## src/rtl/esz_pkg.sv

```systemverilog
package esz_pkg;

    typedef enum logic [1:0] {
        ST_IDLE  = 2'd0,
        ST_DATA  = 2'd1,
        ST_CHECK = 2'd2,
        ST_FILL  = 2'd3
    } esz_state_e;

    // number of bits at zero in one byte
    function automatic logic [3:0] zero_bits(input logic [7:0] b);
        logic [3:0] n;
        n = 4'd0;
        for (int i = 0; i < 8; i++) begin
            n = n + {3'd0, ~b[i]};
        end
        return n;
    endfunction

endpackage

```

## src/rtl/esz_zero_counter.sv

```systemverilog
module esz_zero_counter #(
    parameter int LIMIT = 8,
    parameter int CNT_W = 4
) (
    input  logic             clk,
    input  logic             rst_n,
    input  logic             clear_i,
    input  logic             add_i,
    input  logic [7:0]       byte_i,
    output logic [CNT_W-1:0] total_o
);
    import esz_pkg::*;

    localparam int SUM_W = CNT_W + 4;
    localparam logic [SUM_W-1:0] SAT = SUM_W'(LIMIT + 1);

    logic [CNT_W-1:0] cnt_d, cnt_q;
    logic [SUM_W-1:0] sum;

    always_comb begin
        cnt_d = cnt_q;
        sum   = SUM_W'(cnt_q) + SUM_W'(zero_bits(byte_i));
        if (clear_i) begin
            cnt_d = '0;
        end else if (add_i) begin
            cnt_d = (sum > SAT) ? SAT[CNT_W-1:0] : sum[CNT_W-1:0];
        end
    end

    always_ff @(posedge clk or negedge rst_n) begin
        if (!rst_n) cnt_q <= '0;
        else        cnt_q <= cnt_d;
    end

    // count including the beat accepted this cycle
    assign total_o = cnt_d;

endmodule

```

## src/rtl/esz_fill_seq.sv

```systemverilog
module esz_fill_seq #(
    parameter int DEPTH = 512,
    localparam int ADDR_W = $clog2(DEPTH)
) (
    input  logic              clk,
    input  logic              rst_n,
    input  logic              go_i,
    output logic              we_o,
    output logic [ADDR_W-1:0] addr_o,
    output logic [7:0]        wdata_o,
    output logic              last_o
);
    localparam logic [ADDR_W-1:0] LAST_ADDR = ADDR_W'(DEPTH - 1);

    typedef struct packed {
        logic              busy;
        logic [ADDR_W-1:0] addr;
    } fill_st_t;

    fill_st_t st_d, st_q;

    always_comb begin
        st_d = st_q;
        if (st_q.busy) begin
            if (st_q.addr == LAST_ADDR) begin
                st_d.busy = 1'b0;
                st_d.addr = '0;
            end else begin
                st_d.addr = st_q.addr + 1'b1;
            end
        end else if (go_i) begin
            st_d.busy = 1'b1;
            st_d.addr = '0;
        end
    end

    always_ff @(posedge clk or negedge rst_n) begin
        if (!rst_n) st_q <= '0;
        else        st_q <= st_d;
    end

    assign we_o    = st_q.busy;
    assign addr_o  = st_q.addr;
    assign wdata_o = 8'hFF;
    assign last_o  = st_q.busy && (st_q.addr == LAST_ADDR);

endmodule

```

## src/rtl/esz_erase_detect.sv

```systemverilog
module esz_erase_detect #(
    parameter int DATA_BYTES = 512,
    parameter int LIMIT      = 8,
    parameter int ERR_W      = 4,
    localparam int CNT_W     = $clog2(LIMIT + 2),
    localparam int ADDR_W    = $clog2(DATA_BYTES)
) (
    input  logic              clk,
    input  logic              rst_n,
    input  logic              start_i,
    input  logic [ERR_W-1:0]  dec_err_i,
    input  logic              in_valid_i,
    output logic              in_ready_o,
    input  logic [7:0]        in_byte_i,
    input  logic              in_last_i,
    output logic              buf_we_o,
    output logic [ADDR_W-1:0] buf_addr_o,
    output logic [7:0]        buf_wdata_o,
    output logic              done_o,
    output logic              erased_o,
    output logic              uncorr_o,
    output logic [CNT_W-1:0]  flips_o
);
    import esz_pkg::*;

    localparam int NFIELD = 2;   // 0: data field, 1: check field
    localparam int SUM_W  = CNT_W + 1;

    typedef struct packed {
        esz_state_e       state;
        logic             erased;
        logic             uncorr;
        logic [CNT_W-1:0] flips;
        logic             done;
    } top_st_t;

    top_st_t st_d, st_q;

    logic             start_ok;
    logic             accept;
    logic             fill_go;
    logic             fill_last;
    logic [NFIELD-1:0] add_en;
    logic [CNT_W-1:0] field_cnt [NFIELD];
    logic [SUM_W-1:0] total;

    assign in_ready_o = (st_q.state == ST_DATA) || (st_q.state == ST_CHECK);
    assign accept     = in_valid_i && in_ready_o;
    assign start_ok   = start_i && (st_q.state == ST_IDLE) && (int'(dec_err_i) > LIMIT);
    assign add_en[0]  = accept && (st_q.state == ST_DATA);
    assign add_en[1]  = accept && (st_q.state == ST_CHECK);

    for (genvar f = 0; f < NFIELD; f++) begin : g_field
        esz_zero_counter #(
            .LIMIT (LIMIT),
            .CNT_W (CNT_W)
        ) u_cnt (
            .clk     (clk),
            .rst_n   (rst_n),
            .clear_i (start_ok),
            .add_i   (add_en[f]),
            .byte_i  (in_byte_i),
            .total_o (field_cnt[f])
        );
    end

    assign total = SUM_W'(field_cnt[0]) + SUM_W'(field_cnt[1]);

    always_comb begin
        st_d      = st_q;
        st_d.done = 1'b0;
        fill_go   = 1'b0;
        unique case (st_q.state)
            ST_IDLE: begin
                if (start_ok) begin
                    st_d.state  = ST_DATA;
                    st_d.erased = 1'b0;
                    st_d.uncorr = 1'b0;
                    st_d.flips  = '0;
                end
            end
            ST_DATA: begin
                if (accept && in_last_i) st_d.state = ST_CHECK;
            end
            ST_CHECK: begin
                if (accept && in_last_i) begin
                    if (total <= SUM_W'(LIMIT)) begin
                        st_d.erased = 1'b1;
                        st_d.flips  = field_cnt[0];
                        if (field_cnt[0] != '0) begin
                            st_d.state = ST_FILL;
                            fill_go    = 1'b1;
                        end else begin
                            st_d.state = ST_IDLE;
                            st_d.done  = 1'b1;
                        end
                    end else begin
                        st_d.uncorr = 1'b1;
                        st_d.flips  = '0;
                        st_d.state  = ST_IDLE;
                        st_d.done   = 1'b1;
                    end
                end
            end
            ST_FILL: begin
                if (fill_last) begin
                    st_d.state = ST_IDLE;
                    st_d.done  = 1'b1;
                end
            end
            default: st_d.state = ST_IDLE;
        endcase
    end

    always_ff @(posedge clk or negedge rst_n) begin
        if (!rst_n) st_q <= '{state: ST_IDLE, default: '0};
        else        st_q <= st_d;
    end

    esz_fill_seq #(
        .DEPTH (DATA_BYTES)
    ) u_fill (
        .clk     (clk),
        .rst_n   (rst_n),
        .go_i    (fill_go),
        .we_o    (buf_we_o),
        .addr_o  (buf_addr_o),
        .wdata_o (buf_wdata_o),
        .last_o  (fill_last)
    );

    assign done_o   = st_q.done;
    assign erased_o = st_q.erased;
    assign uncorr_o = st_q.uncorr;
    assign flips_o  = st_q.flips;

endmodule

```

## config.mk

```make
export PLATFORM = sky130hd
export DESIGN_NAME = esz_erase_detect
export DESIGN_NICKNAME = d
export VERILOG_FILES = /design/src/rtl/esz_pkg.sv /design/src/rtl/esz_zero_counter.sv /design/src/rtl/esz_fill_seq.sv /design/src/rtl/esz_erase_detect.sv
export SDC_FILE = /design/constraint.sdc
export NUM_CORES = 1
export LEC_CHECK = 0
export CELL_PAD_IN_SITES_DETAIL_PLACEMENT = 2
export CELL_PAD_IN_SITES_GLOBAL_PLACEMENT = 2
export CORE_UTILIZATION = 35
export CTS_BUF_LIST = sky130_fd_sc_hd__clkbuf_8
export DETAILED_ROUTE_END_ITERATION = 7
export HOLD_SLACK_MARGIN = 0.05
export PLACE_DENSITY = 0.95
export SLEW_MARGIN = 20
export SYNTH_ARGS = -nofsm -noshare
export SYNTH_HDL_FRONTEND = slang
export SYNTH_SLANG_ARGS = --single-unit
```

## constraint.sdc

```tcl
create_clock -name clk -period 8.9 [get_ports clk]
set_clock_uncertainty 0.05 [all_clocks]
set_input_delay 1.78 -clock clk [delete_from_list [all_inputs] [get_ports clk]]
set_output_delay 1.78 -clock clk [all_outputs]
set_load 0.005 [all_outputs]
```

Yosys cells after proc, flatten, opt, wreduce, memory -nomap -nowiden --
Cells that the tools add are included.
Word-level totals: bits in registers 27, input bits 17, output and inout port bits 26, word-level logic and storage cells 86
Cells by class: add/subtract/negate cells 11, order comparisons 4, equal/unequal tests 10, muxes and demuxes 28, bitwise gates (word level) 8, reduce and logical (&&, ||, !) cells 16
Operators with widths (number):
- $add 4x1->4 | 6
- $mux 4 | 6
- $mux 10 | 2
- $mux 9 | 2
- $gt 8x4->1 const B | 2
- $add 4x4->5 | 3
- $pmux 6 s2 | 1
- $reduce_and 4->1 | 3
- $add 9x1->9 const B | 1
- $eq 9x9->1 const B | 1
- $mux 1 | 9
- $mux 2 | 4
- $mux 8 | 1
- $ne 2x1->1 const B | 4
- $not 1->1 | 8
- $pmux 2 s4 | 1
- $logic_and 1x1->1 | 7
- $le 5x4->1 const B | 1
- $mux 5 | 1
- $eq 2x2->1 const B | 2
- $gt 4x4->1 const B | 1
- $ne 2x2->1 const B | 2
- $reduce_bool 2->1 | 2
- $reduce_bool 4->1 | 1
- other kinds (6) | 6

Logic depth before layout (Yosys ltp) --
Gate-level depths: netlist (run 1).
depth after elaboration 20, depth in mapped cells 26, mapped depth without buffers 25

Hierarchy --
From an unflattened synthesis (run 1), not the netlist that was laid out.
Second synthesis, totals: cells, all modules 232, area total of the unflattened synthesis 2257.2 um^2
Modules (own cells, without submodules):
- esz_erase_detect | times used 1, cells each 68, area an instance 691.9 um^2, seq. area each 225.2 um^2
- esz_fill_seq | times used 1, cells each 63, area an instance 586.8 um^2, seq. area each 250.2 um^2
- esz_zero_counter at g_field[1].u_cnt | times used 1, cells each 53, area an instance 499.2 um^2, seq. area each 100.1 um^2
- esz_zero_counter at g_field[0].u_cnt | times used 1, cells each 48, area an instance 479.2 um^2, seq. area each 100.1 um^2

Least setup slack after synthesis (run 1) --
OpenSTA, ideal clock, no wires.
kind in2reg, start input in_byte_i[0], end register u_fill.st_q (netlist bit u_fill.addr_o[1]), setup time 121 ps, data arrival time 6923 ps, slack 1806 ps, stages on the path 22, buffers on the path 0, cells stage by stage inv_1 ha_1 fa_1 fa_1 fa_1 inv_1 fa_1 fa_1 xor2_1 o2bb2ai_1 o211ai_1 o211ai_1 inv_1 ha_1 inv_1 fa_1 nor4b_1 mux2i_1 o2111ai_2 o21ai_2 or2_4 a32o_2
RTL lines:
- start: declaration | line esz_erase_detect.sv:14 | input logic [7:0] in_byte_i,
- end signal: assignment | line esz_fill_seq.sv:39 | else st_q <= st_d;
- end: declaration | line esz_fill_seq.sv:20 | fill_st_t st_d, st_q;

==> out/results.txt, run 1 <==
Outcome: finished clean
Seq/Total Area, Yosys: 29.3%
All-Layer GR Usage: 21.0%
CTS Root Cell: clkbuf_8
Most frequent cell on the critical path: fa_1
Layout Nets: 334
CP startpoint kind: input port
Synth Warn #: 0
Area Growth Syn to Fin: 17.1%
Final Setup Violations: 0
DP Cell Count: 361
First-pass GRT wire length: 11.8 mm
Share of layout cells above drive strength 1: 5.90%
Slew @ Worst Pin: 0.673 ns
Vias: 2083
Peak supply drop: 163 µV
Final Cell Area: 0.00270 mm²
Antenna violations before repair: 0
Routed wl met2: 3.56 mm
Crit path DAT: 8.18 ns
Crit path kind: input port to flop
Aggregate routed wire length: 6.94 mm
Drt via density: 5.71
1st-iter DRT viols: 60
Drt wl/cell: 19.0 µm
# rows: 29
Starting density of the core: 36.3%
# fillers: 698
Tot Pwr: 950 µW
Hold Vio Cnt, Final: 0
Reg area: 676 µm²
Static Leakage: 1.25 nW
Rel. slew slack: 54.7%
Max incr delay on CP: 0.56 ns
Mapped Cells: 260
Core Box Area: 0.00635 mm²
Antenna Diode Count: 0
Hold path cells: 1
Setup_tns: 0 ns
DP Area: 0.00265 mm²
CTS resizes: 0
Worst skew pair latency: 0.28 ns
Hold Path Class: flop to flop
Post-synth EDFFs: 0
Critical path's slowest cell: fa_1
Crit path required time: 9.03 ns
H-Tree Depth: 1
Yosys cell types: 58
Pin count of the biggest net entering global routing: 28
Tcrit/Tclk final: 90.5%
M1 wire length: 3.07 mm
Uppermost layer routed: met4
Total congestion overflow: 0
Routed wire length on met3: 209 µm
Number of global-route vias before repair: 2343
Post-layout min period: 8.05 ns
Die width: 83.2 µm
CTS clk-pin slew, worst paths: 0.10 ns
Power Dens Cells: 352 mW/mm²
Die Ht: 83.2 µm
Die area: 0.00692 mm²
CTS tree: built
Ys async rst share: 100%
Number of CTS-inserted buffers: 3
Mapped Area: 0.00231 mm²
Fmax: 124 MHz
RSZ-0062 raised after global routing: false
Boundary Pins: 43
Clk sink count: 27
Multi-input gate area: 0.00142 mm²
Worst Reg-to-Reg Cells: 17
DRC Markers: 0
Port Buf Inserts: 34
Max-cap viol count: 0
Yosys reg bits: 27
Maximum buffer depth of the clock tree: 2
Post-CTS setup buffer count: 0
Synth Flop Type: dfrtp_1
Mean Syn Cell Area: 8.87 µm²
CP Capture Type: flop
Gpl congestion: 0.829
Final ANT Viol Nets: 0
Post-DP HPWL: 5.61 mm
First-pass iteration count of the detailed router: 4
CP max FO: 12
Post-Layout Cell Count: 365
Hold-fix buffers, CTS: 0
Max Transition Viols Final: 0
sequential cells by signal, summed over array words and instances (netlist names):
signal / flops
u_fill.addr_o: 9
g_field.u_cnt.cnt_q: 8
flips_o: 4
st_q: 2
done_o: 1
erased_o: 1
u_fill.we_o: 1
uncorr_o: 1
synth_stat cells, types with 7 or more instances:
cell type | instances | area [µm²]
nor2_1 | 20 | 75.1
inv_1 | 27 | 101
and3_1 | 8 | 50.1
nand2_1 | 18 | 67.6
o21ai_0 | 18 | 90.1
nand3_1 | 7 | 35.0
fa_1 | 7 | 140
ha_1 | 21 | 263
buf_4 | 13 | 97.6
dfrtp_1 | 27 | 676
final cells by class:
class | instances | share of cell area (%)
Timing Repair Buffer | 35 | 12.9
Inverter | 28 | 3.99
Sequential cell | 27 | 25.0
Multi-Input combinational cell | 194 | 52.7
Clock inverter | 1 | 0.278
Clock buffer | 3 | 1.53
Tap cell | 77 | 3.57
cells by family (layout without fill, tap and decap cells):
family                     Yosys count  in the layout  synth area share, %
muxes                                4              4                 1.74
and+or+nand+nor                     79             79                 17.6
buffers and inverters               46             67                 10.1
xor gates and xnor gates             4              4                 1.52
other                                1              8                0.163
adders and majority gates           28             28                 17.5
DFF                                 27             27                 29.3
AOI/OAI and AO/OA                   71             71                 22.1
metrics by stage:
step / hold WS, ns / utilization [%] / setup slack (ns)
finish: 0.455 / 42.5 / 0.848
global route: 0.499 / 42.5 / 0.518
global placement: 0.440 / 41.8 / 0.897
CTS: 0.465 / 42.5 / 0.861
detailed placement: 0.440 / 41.8 / 0.596
floorplan: 0.424 / - / 1.81
path summary, 6_finish.rpt:
| path | start | end | slack [ns] |
|---|---|---|---|
| max | in_byte_i[1] | u_fill.addr_o[1] | 0.85 |
| max in group asynchronous | rst_n | uncorr_o | 6.71 |
| min | erased_o | erased_o | 0.45 |
| min in group asynchronous | rst_n | st_q[8] | 1.82 |
| min reg2reg | erased_o | erased_o | 0.45 |
| max reg2reg | g_field[0].u_cnt.cnt_q[0] | u_fill.addr_o[1] | 4.50 |
per-layer routing:
layer  vias up  track usage, %
li1        967               -
met1      1072            26.4
met2        34            38.3
met3        10            2.49
met4         0            4.39
met5         -               0
layout by cell type, fill, tap and decap left out, types with 8 or more instances in the layout:
cell / instances
dfrtp_1: 27
o21ai_0: 18
and3_1: 8
inv_1: 27
clkdlybuf4s50_1: 34
ha_1: 21
nor2_1: 20
conb_1: 8
nand2_1: 18
worst max-delay path: cells and delay by family:
kind                     cells  cell delay, ns
adder cells (fa/ha/maj)      8            3.18
AND/OR/NAND/NOR              5            1.12
AO/OA/AOI/OAI                5            0.92
buffers and inverters        5            0.79
XOR/XNOR                     1            0.22
multiplexers                 1            0.17
report_power, final:
group	switching, mW	internal, mW	leakage (nW)
sequential	0.0456	0.166	0.351
combinational	0.391	0.274	0.875
clock	0.0427	0.0319	0.0217
Power figures use the tool's default switching activity.
==> run 2, diff against run 1 <==
--- a/config.mk
+++ b/config.mk
@@ -7,8 +7,9 @@
 export LEC_CHECK = 0
 export CELL_PAD_IN_SITES_DETAIL_PLACEMENT = 2
 export CELL_PAD_IN_SITES_GLOBAL_PLACEMENT = 2
-export CORE_UTILIZATION = 35
-export CTS_BUF_LIST = sky130_fd_sc_hd__clkbuf_8
+export CORE_ASPECT_RATIO = 0.5
+export CORE_UTILIZATION = 34
+export CTS_BUF_LIST = sky130_fd_sc_hd__clkbuf_16
 export DETAILED_ROUTE_END_ITERATION = 7
 export HOLD_SLACK_MARGIN = 0.05
 export PLACE_DENSITY = 0.95
==> out/results.txt, run 2 (synthesized netlist as in run 1, its figures left out) <==
Outcome: finished clean
Number of global-route vias before repair: 2296 (-2.0%)
Power Dens Cells: 362 mW/mm² (+2.8%)
Starting density of the core: 36.6% (+0.25 points)
Die area: 0.00714 mm² (+3.2%)
Multi-input gate area: 0.00142 mm² (unchanged)
Buf+Inv Stages, Crit Path: 5 (unchanged)
Most common cell after layout, fill and taps aside: clkdlybuf4s50_1
Vias: 2086 (+0.14%)
Antenna Diode Count: 0 (unchanged)
Final Setup Violations: 0 (unchanged)
1st-iter DRT viols: 91 (+52%)
Hold Path Class: flop to flop
Port Buf Inserts: 34 (unchanged)
Crit path kind: input port to flop
Reg area: 676 µm² (unchanged)
Post-DP HPWL: 5.81 mm (+3.6%)
Number of CTS-inserted buffers: 3 (unchanged)
Worst skew pair latency: 0.27 ns (about the same)
CTS tree: built
CP max FO: 12 (unchanged)
H-Tree Depth: 1 (unchanged)
Hold Vio Cnt, Final: 0 (unchanged)
Die width: 118 µm (+42%)
Pin count of the biggest net entering global routing: 28 (unchanged)
Drt via density: 5.55 (-2.8%)
DP Cell Count: 372 (+3.0%)
Uppermost layer routed: met4
Gpl congestion: 0.818 (-1.4%)
Max Transition Viols Final: 0 (unchanged)
CTS clk-pin slew, worst paths: 0.07 ns (-0.03 ns)
Aggregate routed wire length: 7.31 mm (+5.4%)
Max incr delay on CP: 0.51 ns (-0.05 ns)
RSZ-0062 raised after global routing: false
Tot Pwr: 993 µW (+4.5%)
M1 wire length: 3.03 mm (-1.4%)
Boundary Pins: 43 (unchanged)
CP startpoint kind: input port
Drt wl/cell: 19.4 µm (+2.3%)
Core Box Area: 0.00631 mm² (-0.69%)
Routed wl met2: 3.84 mm (+8.1%)
First-pass iteration count of the detailed router: 4 (unchanged)
Layout Nets: 334 (unchanged)
Final ANT Viol Nets: 0 (unchanged)
Largest register FFs: 9 (unchanged)
Critical path's slowest cell: fa_1
Top Family by Delay on Critical Path: adder cells
Routed wire length on met3: 195 µm (-6.7%)
Die Ht: 60.2 µm (-28%)
Most frequent cells in the layout: clkdlybuf4s50_1, inv_1, dfrtp_1
# fillers: 722 (+3.4%)
CTS Root Cell: clkbuf_16
Area Growth Syn to Fin: 19.0%
DRC Markers: 0 (unchanged)
Hold-fix buffers, CTS: 0 (unchanged)
Rel. slew slack: 61.9% (+7.2 points)
First-pass GRT wire length: 12.0 mm (+1.8%)
Total congestion overflow: 0 (unchanged)
Slew @ Worst Pin: 0.565 ns (-0.107 ns)
Tcrit/Tclk final: 92.0% (+1.5 points)
CTS resizes: 0 (unchanged)
Crit path required time: 9.01 ns (-0.02 ns)
All-Layer GR Usage: 22.3% (+1.4 points)
Post-CTS setup buffer count: 0 (unchanged)
CP Capture Type: flop
Max-cap viol count: 0 (unchanged)
Post-Layout Cell Count: 376 (+3.0%)
Post-layout min period: 8.19 ns (+0.136 ns)
Peak supply drop: 136 µV (-16%)
Clk sink count: 27 (unchanged)
# rows: 20 (-31%)
Antenna violations before repair: 0 (unchanged)
Setup_tns: 0 ns (unchanged)
Fmax: 122 MHz (-1.7%)
Most frequent cell on the critical path: fa_1
Crit path DAT: 8.30 ns (+0.12 ns)
Share of layout cells above drive strength 1: 5.56% (-0.35 points)
Maximum buffer depth of the clock tree: 2 (unchanged)
Static Leakage: 1.27 nW (+1.6%)
## run 2: cell count changes in the layout (fill, tap and decap cells not counted)
cell and change:
inv_1 +1, clkbuf_8 -3, clkbuf_16 +3, clkinvlp_4 -1
## run 2: area by class of cell
class                      instances  share of cell area (%)
multi-input combinational        194                    51.9
sequential                        27                    24.6
timing repair buffer              35                    12.7
tap                               88                    4.01
inverter                          28                    3.92
clock buffer                       3                    2.74
clock inverter                     1                   0.137
## run 2: worst paths after layout
| check | startpoint | to | slack [ns] | depth (start not counted) |
|---|---|---|---|---|
| max in group asynchronous | rst_n | g_field[1].u_cnt.cnt_q[2] | 6.69 | 2 |
| worst max-delay path | in_byte_i[0] | u_fill.addr_o[1] | 0.71 | 25 |
| worst max register to register | g_field[0].u_cnt.cnt_q[0] | u_fill.addr_o[1] | 4.42 | 17 |
| worst min register to register | erased_o | erased_o | 0.45 | 1 |
| min in group asynchronous | rst_n | done_o | 1.84 | 2 |
| worst min-delay path | erased_o | erased_o | 0.45 | 1 |
## run 2: routing by layer
layer | GRT usage, % | vias to the layer above
met3 | 3.53 | 24
met5 | 0 | -
li1 | - | 969
met2 | 44.5 | 49
met4 | 9.95 | 0
met1 | 24.3 | 1044
## run 2: power breakdown
part           internal (mW)  switching, mW  total, mW
sequential             0.166         0.0473      0.213
clock                 0.0604         0.0442      0.105
combinational          0.275          0.400      0.675
## run 2: stage by stage
step,setup slack [ns],utilization (%),cell area [µm²],hold WS (ns)
floorplan,1.81,-,2330,0.424
global placement,0.932,42.3,2670,0.414
detailed placement,0.528,42.3,2670,0.439
CTS,0.698,43.5,2740,0.450
global route,0.307,43.5,2740,0.477
finish,0.711,43.5,2740,0.447
==> run 3, diff against run 2 <==
--- a/config.mk
+++ b/config.mk
@@ -9,7 +9,6 @@
 export CELL_PAD_IN_SITES_GLOBAL_PLACEMENT = 2
 export CORE_ASPECT_RATIO = 0.5
 export CORE_UTILIZATION = 34
-export CTS_BUF_LIST = sky130_fd_sc_hd__clkbuf_16
 export DETAILED_ROUTE_END_ITERATION = 7
 export HOLD_SLACK_MARGIN = 0.05
 export PLACE_DENSITY = 0.95
==> out/results.txt, run 3 (synthesized netlist as in run 1, its figures left out) <==
Outcome: finished clean
Crit path required time: 9.01 ns (about the same)
Sw frac: 49.4% (-0.066 points)
Flop pwr share: 21.5% (about the same)
Power Dens Cells: 362 mW/mm² (about the same)
Maximum buffer depth of the clock tree: 2 (unchanged)
Number of global-route vias before repair: 2296 (unchanged)
Combinational fraction of design power: 67.9% (about the same)
Hold Vio Cnt, Final: 0 (unchanged)
Core Box Area: 0.00631 mm² (unchanged)
Hold slack final: 0.447 ns (unchanged)
Port Buf Inserts: 34 (unchanged)
Crit path kind: input port to flop
Buf+Inv Stages, Crit Path: 5 (unchanged)
Drt wl/cell: 19.4 µm (about the same)
CTS resizes: 0 (unchanged)
Max-cap viol count: 0 (unchanged)
H-Tree Depth: 1 (unchanged)
Max incr delay on CP: 0.51 ns (about the same)
Gpl congestion: 0.818 (unchanged)
Post-CTS setup buffer count: 0 (unchanged)
CP startpoint kind: input port
DP Cell Count: 372 (unchanged)
Post-Layout Cell Count: 376 (unchanged)
All-Layer GR Usage: 22.3% (unchanged)
Boundary Pins: 43 (unchanged)
Clk sink count: 27 (unchanged)
Peak supply drop: 136 µV (about the same)
Hold Path Class: flop to flop
Critical path's slowest cell: fa_1
Total congestion overflow: 0 (unchanged)
# fillers: 722 (unchanged)
RSZ-0062 raised after global routing: false
1st-iter DRT viols: 91 (unchanged)
Tcrit/Tclk final: 92.0% (about the same)
Worst skew pair latency: 0.27 ns (about the same)
# rows: 20 (unchanged)
Setup_tns: 0 ns (unchanged)
Most frequent cells in the layout: clkdlybuf4s50_1, inv_1, dfrtp_1
Rel. slew slack: 61.9% (unchanged)
CTS clk-pin slew, worst paths: 0.07 ns (about the same)
Pin count of the biggest net entering global routing: 28 (unchanged)
Aggregate routed wire length: 7.31 mm (about the same)
Tot Pwr: 994 µW (about the same)
Final ANT Viol Nets: 0 (unchanged)
Area Growth Syn to Fin: 19.0% (unchanged)
CP max FO: 12 (unchanged)
CP Capture Type: flop
Post-DP HPWL: 5.81 mm (unchanged)
Antenna Diode Count: 0 (unchanged)
Psw: 491 µW (about the same)
Share of layout cells above drive strength 1: 5.56% (unchanged)
Final core utilization: 43.5% (unchanged)
First-pass GRT wire length: 12.0 mm (unchanged)
Most common cell after layout, fill and taps aside: clkdlybuf4s50_1
Die Ht: 60.2 µm (unchanged)
DRC Markers: 0 (unchanged)
Most frequent cell on the critical path: fa_1
Fmax: 122 MHz (about the same)
First-pass iteration count of the detailed router: 4 (unchanged)
CTS tree: built
Slew @ Worst Pin: 0.565 ns (+0.000000298 ns)
Number of CTS-inserted buffers: 3 (unchanged)
Vias: 2086 (unchanged)
Pint: 503 µW (+0.23%)
Die width: 118 µm (unchanged)
Static Leakage: 1.26 nW (-0.33%)
Crit path DAT: 8.30 ns (about the same)
Drt via density: 5.55 (unchanged)
Die area: 0.00714 mm² (unchanged)
Post-layout min period: 8.19 ns (+0.000160 ns)
Final Setup Violations: 0 (unchanged)
Top Family by Delay on Critical Path: adder cells
Layout Nets: 334 (unchanged)
Max Transition Viols Final: 0 (unchanged)
CTS Root Cell: clkbuf_16
Antenna violations before repair: 0 (unchanged)
Starting density of the core: 36.6% (unchanged)
Hold-fix buffers, CTS: 0 (unchanged)
Largest register FFs: 9 (unchanged)
Clock group share of total power: 10.6% (about the same)
==> run 3: per-layer routing <==
layer  vias up  GRT usage, %  wire length, µm
met5         -             0                0
li1        969             -                -
met2        49          44.5             3850
met3        24          3.53              195
met4         0          9.95              246
met1      1044          24.3             3020
==> run 3: worst paths after layout <==
check                                          start  depth (start not counted)  slack, ns                   endpoint
max                                     in_byte_i[0]                         25       0.71           u_fill.addr_o[1]
min                                         erased_o                          1       0.45                   erased_o
max reg2reg                g_field[0].u_cnt.cnt_q[0]                         17       4.42           u_fill.addr_o[1]
min reg2reg                                 erased_o                          1       0.45                   erased_o
max in group asynchronous                      rst_n                          2       6.69  g_field[1].u_cnt.cnt_q[2]
min in group asynchronous                      rst_n                          2       1.84                     done_o
==> run 3: stage by stage <==
stage / instance area (µm²) / setup WS [ns]
3_5_place_dp: 2670 / 0.528
4_1_cts: 2740 / 0.698
6_report: 2740 / 0.711
5_1_grt: 2740 / 0.307
2_1_floorplan: 2330 / 1.81
3_3_place_gp: 2670 / 0.932
==> run 3: power by group through the flow <==
stage          registers [mW]  clock network [mW]  logic [mW]
4_1_cts                 0.213               0.108       0.680
3_3_place_gp            0.211                   0       0.595
5_1_grt                 0.219               0.111       0.745
3_5_place_dp            0.214                   0       0.666
6_report                0.213               0.106       0.675
2_1_floorplan           0.197                   0       0.483
==> run 3: area by class of cell <==
type / instances / area (µm²) / share of cell area [%]
Clock buffer: 4 / 78.8 / 2.87
Inverter: 28 / 108 / 3.92
Multi-Input combinational cell: 194 / 1420 / 51.9
Sequential cell: 27 / 676 / 24.6
Tap cell: 88 / 110 / 4.01
Timing Repair Buffer: 35 / 348 / 12.7
